[src/rtl/tgs_pkg.sv]
package tgs_pkg;
  localparam int UI_W = 3;

  typedef enum logic [1:0] {
    WID_2   = 2'b00,
    WID_4   = 2'b01,
    WID_8   = 2'b10,
    WID_RSV = 2'b11
  } width_e;

  function automatic logic [UI_W-1:0] ui_last(width_e w);
    case (w)
      WID_2:   return UI_W'(1);
      WID_4:   return UI_W'(3);
      default: return UI_W'(7);
    endcase
  endfunction
endpackage

[src/rtl/tgs_ui_counter.sv]
module tgs_ui_counter
  import tgs_pkg::*;
#(
  parameter int WREN_W = 4
) (
  input  logic              clk_i,
  input  logic              rst_ni,
  input  width_e            width_i,
  input  logic [WREN_W-1:0] wren_i,
  output logic [UI_W-1:0]   ui_o,
  output logic [WREN_W-1:0] word_o,
  output logic              frame_o
);
  logic [UI_W-1:0]   ui_q;
  logic [WREN_W-1:0] word_q;
  logic              wrap;

  // >= so a width shrink mid-frame wraps at once
  assign wrap = (ui_q >= ui_last(width_i));

  always_ff @(posedge clk_i or negedge rst_ni) begin
    if (!rst_ni) begin
      ui_q   <= '0;
      word_q <= '0;
    end else if (wrap) begin
      ui_q   <= '0;
      word_q <= wren_i;
    end else begin
      ui_q   <= ui_q + UI_W'(1);
    end
  end

  assign ui_o    = ui_q;
  assign word_o  = word_q;
  assign frame_o = (ui_q == '0);
endmodule

[src/rtl/tgs_bit_map.sv]
module tgs_bit_map
  import tgs_pkg::*;
#(
  parameter int WREN_W = 4,
  localparam int IDX_W = $clog2(WREN_W)
) (
  input  logic [WREN_W-1:0] word_i,
  input  logic [UI_W-1:0]   ui_i,
  input  width_e            width_i,
  output logic              bit_o
);
  logic [IDX_W-1:0] idx;

  always_comb begin
    case (width_i)
      WID_8:   idx = IDX_W'(ui_i >> 1);
      WID_4:   idx = IDX_W'({ui_i[1], 1'b0});
      default: idx = '0;
    endcase
  end

  assign bit_o = word_i[idx];
endmodule

[src/rtl/tgs_cfg_check.sv]
module tgs_cfg_check
  import tgs_pkg::*;
#(
  parameter int NUM_SLICES = 6
) (
  input  width_e                width_i,
  input  logic                  gate_en_i,
  input  logic [NUM_SLICES-1:0] tsel_i,
  output logic                  err_o
);
  assign err_o = (width_i == WID_RSV) ||
                 ((width_i == WID_2) && (gate_en_i || (|tsel_i)));
endmodule

[src/rtl/tgs_slice_ctrl.sv]
module tgs_slice_ctrl #(
  parameter int SLICE_IDX     = 0,
  parameter int UNGATED_SLICE = 1
) (
  input  logic ser_bit_i,
  input  logic gate_en_i,
  input  logic tsel_i,
  input  logic t_i,
  output logic gate_o,
  output logic t_o
);
  if (SLICE_IDX == UNGATED_SLICE) begin : g_fixed
    assign gate_o = 1'b1;
  end else begin : g_gated
    assign gate_o = gate_en_i ? ser_bit_i : 1'b1;
  end

  // enable source is inverted: 0 -> high impedance
  assign t_o = tsel_i ? ~ser_bit_i : t_i;
endmodule

[src/rtl/tx_gate_tristate_ser.sv]
module tx_gate_tristate_ser #(
  parameter int NUM_SLICES    = 6,
  parameter int WREN_W        = 4,
  parameter int UNGATED_SLICE = 1
) (
  input  logic                  clk_i,
  input  logic                  rst_ni,
  input  logic [WREN_W-1:0]     wren_i,
  input  logic [NUM_SLICES-1:0] t_i,
  input  logic [NUM_SLICES-1:0] tsel_i,
  input  logic                  gate_en_i,
  input  logic [1:0]            width_i,
  output logic [NUM_SLICES-1:0] gate_o,
  output logic [NUM_SLICES-1:0] t_out_o,
  output logic                  frame_o,
  output logic                  cfg_err_o
);
  import tgs_pkg::*;

  width_e                width;
  logic [UI_W-1:0]       ui;
  logic [WREN_W-1:0]     word;
  logic                  ser_bit;
  logic                  cfg_err;
  logic                  gate_en_eff;
  logic [NUM_SLICES-1:0] tsel_eff;

  assign width = width_e'(width_i);

  tgs_ui_counter #(.WREN_W(WREN_W)) i_cnt (
    .clk_i   (clk_i),
    .rst_ni  (rst_ni),
    .width_i (width),
    .wren_i  (wren_i),
    .ui_o    (ui),
    .word_o  (word),
    .frame_o (frame_o)
  );

  tgs_bit_map #(.WREN_W(WREN_W)) i_map (
    .word_i  (word),
    .ui_i    (ui),
    .width_i (width),
    .bit_o   (ser_bit)
  );

  tgs_cfg_check #(.NUM_SLICES(NUM_SLICES)) i_cfg (
    .width_i   (width),
    .gate_en_i (gate_en_i),
    .tsel_i    (tsel_i),
    .err_o     (cfg_err)
  );

  // safe fallback on illegal setting
  assign gate_en_eff = gate_en_i & ~cfg_err;
  assign tsel_eff    = tsel_i & {NUM_SLICES{~cfg_err}};
  assign cfg_err_o   = cfg_err;

  for (genvar s = 0; s < NUM_SLICES; s++) begin : g_slice
    tgs_slice_ctrl #(
      .SLICE_IDX     (s),
      .UNGATED_SLICE (UNGATED_SLICE)
    ) i_slice (
      .ser_bit_i (ser_bit),
      .gate_en_i (gate_en_eff),
      .tsel_i    (tsel_eff[s]),
      .t_i       (t_i[s]),
      .gate_o    (gate_o[s]),
      .t_o       (t_out_o[s])
    );
  end
endmodule

[config.mk]
export PLATFORM = sky130hd
export DESIGN_NAME = tx_gate_tristate_ser
export DESIGN_NICKNAME = d
export VERILOG_FILES = /design/src/rtl/tgs_pkg.sv /design/src/rtl/tgs_ui_counter.sv /design/src/rtl/tgs_bit_map.sv /design/src/rtl/tgs_cfg_check.sv /design/src/rtl/tgs_slice_ctrl.sv /design/src/rtl/tx_gate_tristate_ser.sv
export SDC_FILE = /design/constraint.sdc
export NUM_CORES = 1
export LEC_CHECK = 0
export CORE_ASPECT_RATIO = 1.1
export CORE_MARGIN = 5
export CORE_UTILIZATION = 35
export DETAILED_ROUTE_END_ITERATION = 10
export GPL_TIMING_DRIVEN = 1
export MAX_ROUTING_LAYER = met4
export PLACE_DENSITY = 0.76
export SYNTH_ARGS = -nofsm -noshare
export SYNTH_HDL_FRONTEND = slang
export SYNTH_SLANG_ARGS = --single-unit
[constraint.sdc]
create_clock -name clk_i -period 2.4 [get_ports clk_i]
set_input_delay 0.48 -clock clk_i [delete_from_list [all_inputs] [get_ports clk_i]]
set_output_delay 0.48 -clock clk_i [all_outputs]
set_load 0.02 [all_outputs]
**Word-level counts from Yosys, hierarchy flattened**

Cells that the tools add are included.

- Memories: 0
- Bits in read-only memories: 0
- Input bits: 21
- Memory bits (writable): 0
- Output and inout port bits: 14
- Bits in latches: 0
- Word-level logic and storage cells: 30
- Bits in registers: 7

- Add/sub/neg operators: 1
- Multipliers: 0
- Shifts and indexed selects: 0
- Divide/modulo/power cells: 0
- $lt $le $gt $ge: 2
- Eq/ne operators: 3
- Bitwise logic cells: 4
- Multiplexer cells: 12
- Reduce and logical (&&, ||, !) cells: 6

Operator list:

| cell | count |
|---|---|
| 1-bit two-way mux | 8 |
| 6-bit bitwise AND | 1 |
| 3-bit one-hot mux with 2 select lines | 1 |
| 6-bit OR reduction | 1 |
| 2-bit equality test, second input constant | 2 |
| 2-bit one-hot mux with 2 select lines | 1 |
| 3-bit by 1-bit adder with 3-bit output, second input constant | 1 |
| 3-bit >= comparator | 1 |
| 3-bit logical NOT | 1 |
| 2-bit by 3-bit less-than comparator with 1-bit output, second input constant | 1 |
| 3-bit two-way mux | 1 |
| 1-bit binary-select mux with 2-bit select | 1 |
| 2-bit by 1-bit equality test with 1-bit output, second input constant | 1 |
| 2-bit logical NOT | 1 |
| 1-bit logical OR | 2 |
| 1-bit inverter | 2 |
| 1-bit bitwise AND | 1 |
| 1-bit logical AND | 1 |

**Longest topological paths before layout**

Gate-level depths: netlist of the first run.

- Word-level depth: 7
- Depth in mapped cells: 7
- Mapped depth without buffers: 6

**Modules after synthesis**

A second synthesis of the first run with hierarchy kept.

- Cell total of the unflattened synthesis: 64
- Area total of the unflattened synthesis: 614.3 µm²

By module, submodules not included:

| module | area each (µm²) | times used | cells an instance | sequential area each (µm²) |
|---|---|---|---|---|
| tgs_ui_counter | 342.8 | 1 | 26 | 175.2 |
| tgs_slice_ctrl at g_slice[0].i_slice ... | 20.0 | 5 | 3 | 0.0 |
| tgs_bit_map | 70.1 | 1 | 8 | 0.0 |
| tx_gate_tristate_ser | 43.8 | 1 | 7 | 0.0 |
| tgs_cfg_check | 32.5 | 1 | 4 | 0.0 |
| tgs_slice_ctrl at g_slice[1].i_slice | 25.0 | 1 | 4 | 0.0 |

**Least setup slack after synthesis of the first run**

Ideal clock, no wire load.

- Path type: input to output
- Start point: in width_i[0]
- End point: out gate_o[0]
- Slack: 0.039 ns
- Path buffers: 1
- Data arrival time: 1.881 ns
- Cell stages on the path: 6
- Data required time: 1.920 ns
- Path through: inv_1 > ha_1 > and4_4 > a2111o_1 > a21o_2 > buf_4

- Cells in the longest elaborated chain, start to end: 6
- Elaborated cells between the ends (all ways): 12
- Those cells by class: eq/ne (3); mux (4); bitwise (2); reduce/logical (3)

RTL lines:

| what | line | RTL |
|---|---|---|
| from (decl) | tx_gate_tristate_ser.sv:12 | `input logic [1:0] width_i,` |
| branches (longest 5 deep; another with 2-bit by 1-bit equality test with 1-bit output) | -- |  |
| 1-bit two-way mux (*) | tgs_slice_ctrl.sv:15 | `assign gate_o = gate_en_i ? ser_bit_i : 1'b1;` |
| to (decl) | tx_gate_tristate_ser.sv:13 | `output logic [NUM_SLICES-1:0] gate_o,` |

Every way passes the cells marked *. The select of a mux whose other input is x is not followed.

**Final worst setup path of the first run**

- Start point: in width_i[0]
- End point: out t_out_o[1]

- Cells in the longest elaborated chain, start to end: 6
- Elaborated cells between the ends (all ways): 13
- Those cells by class: eq/ne (3); mux (4); bitwise (3); reduce/logical (3)

RTL lines:

| what | line | RTL |
|---|---|---|
| 2-bit by 1-bit equality test with 1-bit output, or another cell as far along | tgs_bit_map.sv:15 | `case (width_i)` |
| 2-bit one-hot mux with 2 select lines or 1-bit logical AND (tied branches) | tgs_bit_map.sv:15, tgs_cfg_check.sv:12 |  |
| 1-bit binary-select mux with 2-bit select or 1-bit logical OR (tied branches) | tgs_bit_map.sv:22, tgs_cfg_check.sv:11 |  |
| 1-bit two-way mux (implied by the code) or 1-bit inverter (tied branches) | tgs_bit_map.sv:22, tx_gate_tristate_ser.sv:56 |  |
| 1-bit inverter or 6-bit bitwise AND (tied branches) | tgs_slice_ctrl.sv:19, tx_gate_tristate_ser.sv:56 |  |
| 1-bit two-way mux (*) | tgs_slice_ctrl.sv:19 | `assign t_o = tsel_i ? ~ser_bit_i : t_i;` |
| to (decl) | tx_gate_tristate_ser.sv:14 | `output logic [NUM_SLICES-1:0] t_out_o,` |

Every way passes the cells marked *; elsewhere a longest branch is shown, timed or not. The select of a mux whose other input is x is not followed.

==> out/metrics.cfg, run 1 <==
[routing]
wl_met3_um = 201
routedWlPerCell_um = 14.02
topRoutingLayerUsed = met4
wl_met1_um = 725
postRouteAntennaNets = 0
num_vias = 712
wl_um = 2033
drtIter0Drc = 4
firstDrtPassIters = 2
dr_wl_met2_um = 1090
routed_via_density = 4.910
drc = 0

[global_routing]
grt_pass1_wl_um = 3284
overflow = 0
antenna_found_initial = 0
grt_pass1_vias = 748
grtUsageTotal_pct = 14.53
grt_max_degree = 13

[yosys]
yosys_warnings = 0
yosysTopAreaCellShare_pct = 25.74
synth_xor_area_share_pct = 1.287
synth.area.top_cells = dfrtp_1 (26%), ha_1 (17%), buf_4 (13%), a41oi_1 (7.7%), mux2_2 (6.6%)
synthFlopType = dfrtp_1
ys_top_cells_by_count = buf_4 (12), ha_1 (9), a21oi_1 (7), dfrtp_1 (7), a41oi_1 (6)
ys_seq_elements = 7
synth-async-reset-ratio_pct = 100.0
ys_seq_area_share_pct = 25.74
syn_area_um2 = 680.7
synthMuxAreaShare_pct = 6.618
yosys.area_share.simple_pct = 11.76
synth_top_family_by_area = compound AO/OA/AOI/OAI gates
syn-num-nets = 103
synth.avg_cell_area_um2 = 9.324
synth_adder_area_share_pct = 16.54
yosysMostFrequentCell = buf_4
synth_top_area_cell = dfrtp_1
synth_compound_area_share_pct = 20.96
yosysUniqueCellTypes = 25
syn_inst = 73
synth_edf_count = 0

[die]
fp.dieW_um = 52.05
pin_count = 35
fp.dieH_um = 56.25
initial_core_util_pct = 37.36
die_area_mm2 = 0.002928
core_mm2 = 0.001822
rows = 16

[setup_path]
critPathRequiredTime_ns = 1.92
cp_num_buf_inv = 4
cpMaxStageDelayCell = a2111o_1
path_delay_family = compound AO/OA/AOI/OAI gates
critPathMaxFanout = 4
cp_slowest_stage_delay_ns = 0.41
setup.worst_path.class = input pin to output port
crit_arrival_ns = 1.91
path_cells = buf_8, inv_6, ha_4, and4_4, a2111o_1, buf_6, a41oi_2, buf_4
end_kind = output port
start_kind = input pin

[clocking]
cts_tree = yes
hold_buffers = 0
cts_sinks = 7
clk_pin_slew_ns = 0.05
clk_path_buf_depth = 2
htreeDepth = 1
clock_latency_ns = 0.25
numCtsBuffers = 3
cts-root-buf = clkbuf_4

[pwr]
vdd_drop_max_mv = 0.5592
power_frac_comb_pct = 64.3
p_int_mw = 0.5637
leakagePower_nw = 0.5412
cellPowerDensity_mw_per_mm2 = 757.4
swShare_pct = 38.48
pwr-share-seq_pct = 24.2
switching_power_mw = 0.3526
p_clk_share_pct = 11.4

[timing]
setup_violations = 0
fin_worst_skew_ns = 0.002330
finalCritPeriodShare_pct = 99.57
hold_violations = 0
min_period_ns = 2.390
max_freq_mhz = 418.5
setup_ws_ns = 0.01042
rsz0062_at_grt = true
setup-tns-final_ns = 0
slew_violations = 0

[placed_design]
portBuffers = 33
place.gp.congestion = 0.7236
place_hpwl_um = 1520
dp_slack_ns = -0.9718

[finish]
nNetsFinal = 149
drive_above_1_share_pct = 50.00
area_growth_pct = 77.76
diodes = 0

[flow_run]
maxCapViolCount = 0

[status]
status = finished, final reports clean

[worst_hold_path]
hp-class = input pin to async pin

==> layout by cell type, fill, tap and decap left out, types with 2 or more instances in the layout <==
| cell | instances |
|---|---|
| mux2_2 | 4 |
| clkbuf_4 | 3 |
| buf_4 | 23 |
| a41oi_2 | 6 |
| dfrtp_1 | 7 |
| a21oi_1 | 7 |
| clkdlybuf4s50_1 | 19 |
| buf_2 | 5 |
| inv_1 | 2 |
| buf_6 | 4 |
| buf_8 | 2 |
| nand2_1 | 3 |
| a21o_1 | 2 |
| ha_1 | 6 |
| and2_1 | 3 |
| ha_4 | 2 |
==> cell type report <==
type	count	area, um^2
well taps	27	33.78
repair buffers	54	471.7
fillers	153	611.8
inverters	5	26.28
clock buffers	4	26.28
flip-flops and latches	7	175.2
multi-input cells	48	476.7
==> stage by stage <==
step	std cells	total power, mW	utilization, %	cell area [um^2]	hold slack (ns)
floorplan	73	0.5442	-	680.7	0.1844
global placement	137	0.7635	59.20	1079	0.4977
detailed placement	137	0.7830	59.20	1079	0.5060
CTS	143	0.9152	63.67	1160	0.4905
global route	145	0.9865	66.41	1210	0.5066
finish	145	0.9163	66.41	1210	0.4847
==> final timing paths <==
path                       slack (ns)  cells past startpoint                   startpoint                     endpoint
max in group asynchronous        1.68                      1                       rst_ni  i_cnt.word_o[1]$_DFFE_PN0P_
hold / removal                   0.48                      1                       rst_ni      i_cnt.ui_o[0]$_DFF_PN0_
setup / recovery                 0.01                      8                   width_i[0]                   t_out_o[1]
hold reg to reg                  0.51                      1  i_cnt.word_o[1]$_DFFE_PN0P_  i_cnt.word_o[1]$_DFFE_PN0P_
setup reg to reg                 0.63                      6      i_cnt.ui_o[1]$_DFF_PN0_  i_cnt.word_o[2]$_DFFE_PN0P_
min in group clk_i               0.51                      1  i_cnt.word_o[1]$_DFFE_PN0P_  i_cnt.word_o[1]$_DFFE_PN0P_
==> state kept, by name (all words and copies together) (netlist names) <==
name,count
i_cnt.word_o,4
i_cnt.ui_o,3
==> power by group through the flow <==
| stage | logic, mW | registers [mW] | clock network (mW) |
|---|---|---|---|
| floorplan | 0.328 | 0.216 | 0 |
| global placement | 0.544 | 0.220 | 0 |
| detailed placement | 0.561 | 0.222 | 0 |
| CTS | 0.583 | 0.223 | 0.110 |
| global route | 0.642 | 0.230 | 0.115 |
| finish | 0.590 | 0.222 | 0.105 |
==> worst reg2reg max path, cell delays in order, from the launching register on <==
cell and delay [ns]:
dfrtp_1 0.42, buf_4 0.15, ha_1 0.27, a21o_1 0.17
a21oi_1 0.14, buf_4 0.16, mux2_2 0.33
==> routing by layer <==
metal  GRT usage, %  vias to the layer above
li1               -                      341
met1          15.61                      337
met2          26.21                       32
met3          2.910                        2
met4          4.120                        0
met5              -                        -
==> logic make-up after synthesis <==
kind of cell / after synthesis
DFF: 7
buffers and inverters: 18
other: 1
and+or+nand+nor: 13
adders and majority gates: 9
muxes: 4
xor gates and xnor gates: 1
AOI/OAI and AO/OA: 20
==> repair_timing <==
item                                    4_1_cts  5_1_grt
endpoints found under the hold margin         0        0
setup buffers                                 2        2
pin swaps                                     9        6
endpoints found under the setup margin       18       11
gates cloned                                  0        0
resized for setup                            83        9
Note: power is estimated with default switching activity, not from simulation.
==> inputs of run 2 (changes only) <==
HOLD_SLACK_MARGIN = 0.05   (was not set)
==> results of run 2 <==
Same layout as run 1: the final DEF is identical, and so are final timing and power.
==> inputs of run 3 (changes only) <==
CORE_UTILIZATION = 29   (was 35)
PLACE_DENSITY = 0.63   (was 0.76)
clock period = 2.23 ns   (was 2.4 ns; I/O delays follow)
==> run 3 against run 2 <==
The run now ends with negative setup slack left. Final cell count decreased by 0.69%. Routed wire length shrank 4.1%. Die area rose by 17%. Critical endpoint is now gate_o[4]. Largest cell class unchanged. Largest power group unchanged.
==> out/metrics.cfg, run 3 (synthesized netlist as in run 1, its figures left out) <==
[status]
status = finished with violations  ; was finished, final reports clean
violations = negative setup slack

[die]
fp.dieH_um = 60.81  ; was 56.25 um
core_mm2 = 0.002252  ; was 0.001822 mm^2
die_area_mm2 = 0.003417  ; was 0.002928 mm^2
pin_count = 35  ; unchanged
rows = 18  ; was 16
initial_core_util_pct = 30.22  ; was 37.36%
fp.dieW_um = 56.19  ; was 52.05 um

[timing]
slew_violations = 0  ; unchanged
hold_violations = 0  ; unchanged
fin_worst_skew_ns = 0.0006163  ; was 0.002330 ns
setup_ws_ns = -0.1457  ; was 0.01042 ns
rsz0062_at_grt = true  ; unchanged
max_freq_mhz = 420.9
setup_violations = 11  ; was 0
hold_slack_ns = 0.4575  ; was 0.4847 ns
finalCritPeriodShare_pct = 106.5
min_period_ns = 2.376

[clocking]
clock_latency_ns = 0.24  ; was 0.25 ns
numCtsBuffers = 3  ; unchanged
clk_path_buf_depth = 2  ; unchanged
cts-root-buf = clkbuf_4  ; unchanged
cts_tree = yes  ; unchanged
cts_sinks = 7  ; unchanged
hold_buffers = 0  ; unchanged
htreeDepth = 1  ; unchanged
clk_pin_slew_ns = 0.05  ; about the same

[setup_path]
path_cells = buf_8, inv_6, ha_4, and4_4, a2111o_2, a21o_4, buf_6  ; was buf_8, inv_6, ha_4, and4_4, a2111o_1, buf_6, a41oi_2, buf_4
cp_slowest_stage_delay_ns = 0.56  ; was 0.41 ns
end_kind = output port  ; unchanged
cpMaxStageDelayCell = a2111o_2  ; was a2111o_1
critPathMaxFanout = 7  ; was 4
crit_arrival_ns = 1.93  ; was 1.91 ns
setup.worst_path.class = input pin to output port  ; unchanged
critPathRequiredTime_ns = 1.78  ; was 1.92 ns
start_kind = input pin  ; unchanged

[flow_run]
maxCapViolCount = 0  ; unchanged

[pwr]
vdd_drop_max_mv = 0.5999  ; was 0.5592 mV
p_total_mw = 0.9751  ; was 0.9163 mW
leakagePower_nw = 0.5490  ; was 0.5412 nW
cellPowerDensity_mw_per_mm2 = 806.8  ; was 757.4 mW/mm^2

[global_routing]
grt_pass1_wl_um = 3153  ; was 3284 um
grtUsageTotal_pct = 11.89  ; was 14.53%
grt_pass1_vias = 712  ; was 748
grt_max_degree = 12  ; was 13
overflow = 0  ; unchanged
antenna_found_initial = 0  ; unchanged

[placed_design]
place_hpwl_um = 1408  ; was 1520 um
placed_cell_area_mm2 = 0.001075  ; was 0.001079 mm^2
dp_slack_ns = -1.021  ; was -0.9718 ns
portBuffers = 33  ; unchanged
place.gp.congestion = 0.8407  ; was 0.7236

[routing]
num_vias = 678  ; was 712
wl_um = 1950  ; was 2033 um
routedWlPerCell_um = 13.54  ; was 14.02 um
firstDrtPassIters = 3  ; was 2
drtIter0Drc = 2  ; was 4
routed_via_density = 4.708  ; was 4.910
drc = 0  ; unchanged
postRouteAntennaNets = 0  ; unchanged

[finish]
finalInstanceArea_mm2 = 0.001209  ; was 0.001210 mm^2
diodes = 0  ; unchanged
layout_common_cells = buf_4 (23), clkdlybuf4s50_1 (18), a21oi_1 (7), ha_1 (7), dfrtp_1 (7)  ; was buf_4 (23), clkdlybuf4s50_1 (19), a21oi_1 (7), dfrtp_1 (7)
largest_reg_flops = 4  ; unchanged
nNetsFinal = 145  ; was 149
final_common_cell = buf_4  ; unchanged
area_growth_pct = 77.57  ; was 77.76%
drive_above_1_share_pct = 46.49  ; was 50.00%

[worst_hold_path]
hp-class = input pin to async pin  ; unchanged

## run 3: cell type report
type,count,area [um^2]
inverters,5,31.28
repair buffers,50,461.7
fillers,224,1044
flip-flops and latches,7,175.2
well taps,30,37.54
multi-input cells,48,476.7
clock buffers,4,26.28
## run 3: what timing repair did
action                                  4_1_cts  5_1_grt
pin swaps                                     7        5
setup buffers                                 1        0
gates resized for setup                      94        7
endpoints found under the setup margin       19       13
## run 3: path summary, 6_finish.rpt
path,from,endpoint,slack (ns),cells after the start
worst max register to register,i_cnt.ui_o[1]$_DFF_PN0_,i_cnt.word_o[2]$_DFFE_PN0P_,0.45,6
worst max-delay path,width_i[1],gate_o[4],-0.15,7
min in group clk_i,i_cnt.word_o[1]$_DFFE_PN0P_,i_cnt.word_o[1]$_DFFE_PN0P_,0.51,1
worst min-delay path,rst_ni,i_cnt.word_o[1]$_DFFE_PN0P_,0.46,1
max in group asynchronous,rst_ni,i_cnt.ui_o[2]$_DFF_PN0_,1.54,1
worst min register to register,i_cnt.word_o[1]$_DFFE_PN0P_,i_cnt.word_o[1]$_DFFE_PN0P_,0.51,1
## run 3: routing by layer
metal	up-vias	track usage, %	share of wire (%)
li1	335	-	-
met5	-	-	0
met1	316	13.06	43
met3	0	2.766	7.7
met4	0	4.068	0
met2	27	21.37	49
## run 3: worst max-delay path: cells and delay by family
family,cells,cell delay [ns]
compound gates,2,0.83
fa+ha+maj,1,0.20
simple gates,1,0.16
buf+inv,3,0.29
## run 3: report_power, final
| part | switching (mW) | total [mW] | internal, mW |
|---|---|---|---|
| combinational | 0.282 | 0.622 | 0.340 |
| sequential | 0.0469 | 0.240 | 0.193 |
| clock | 0.0447 | 0.113 | 0.0681 |
## run 3: stage by stage
step                cells  TNS [ns]  util (%)
floorplan              73         0         -
global placement      139    -14.14     47.72
detailed placement    139    -15.02     47.72
CTS                   144    -1.246     52.78
global route          144    -1.785     53.67
finish                144    -1.344     53.67
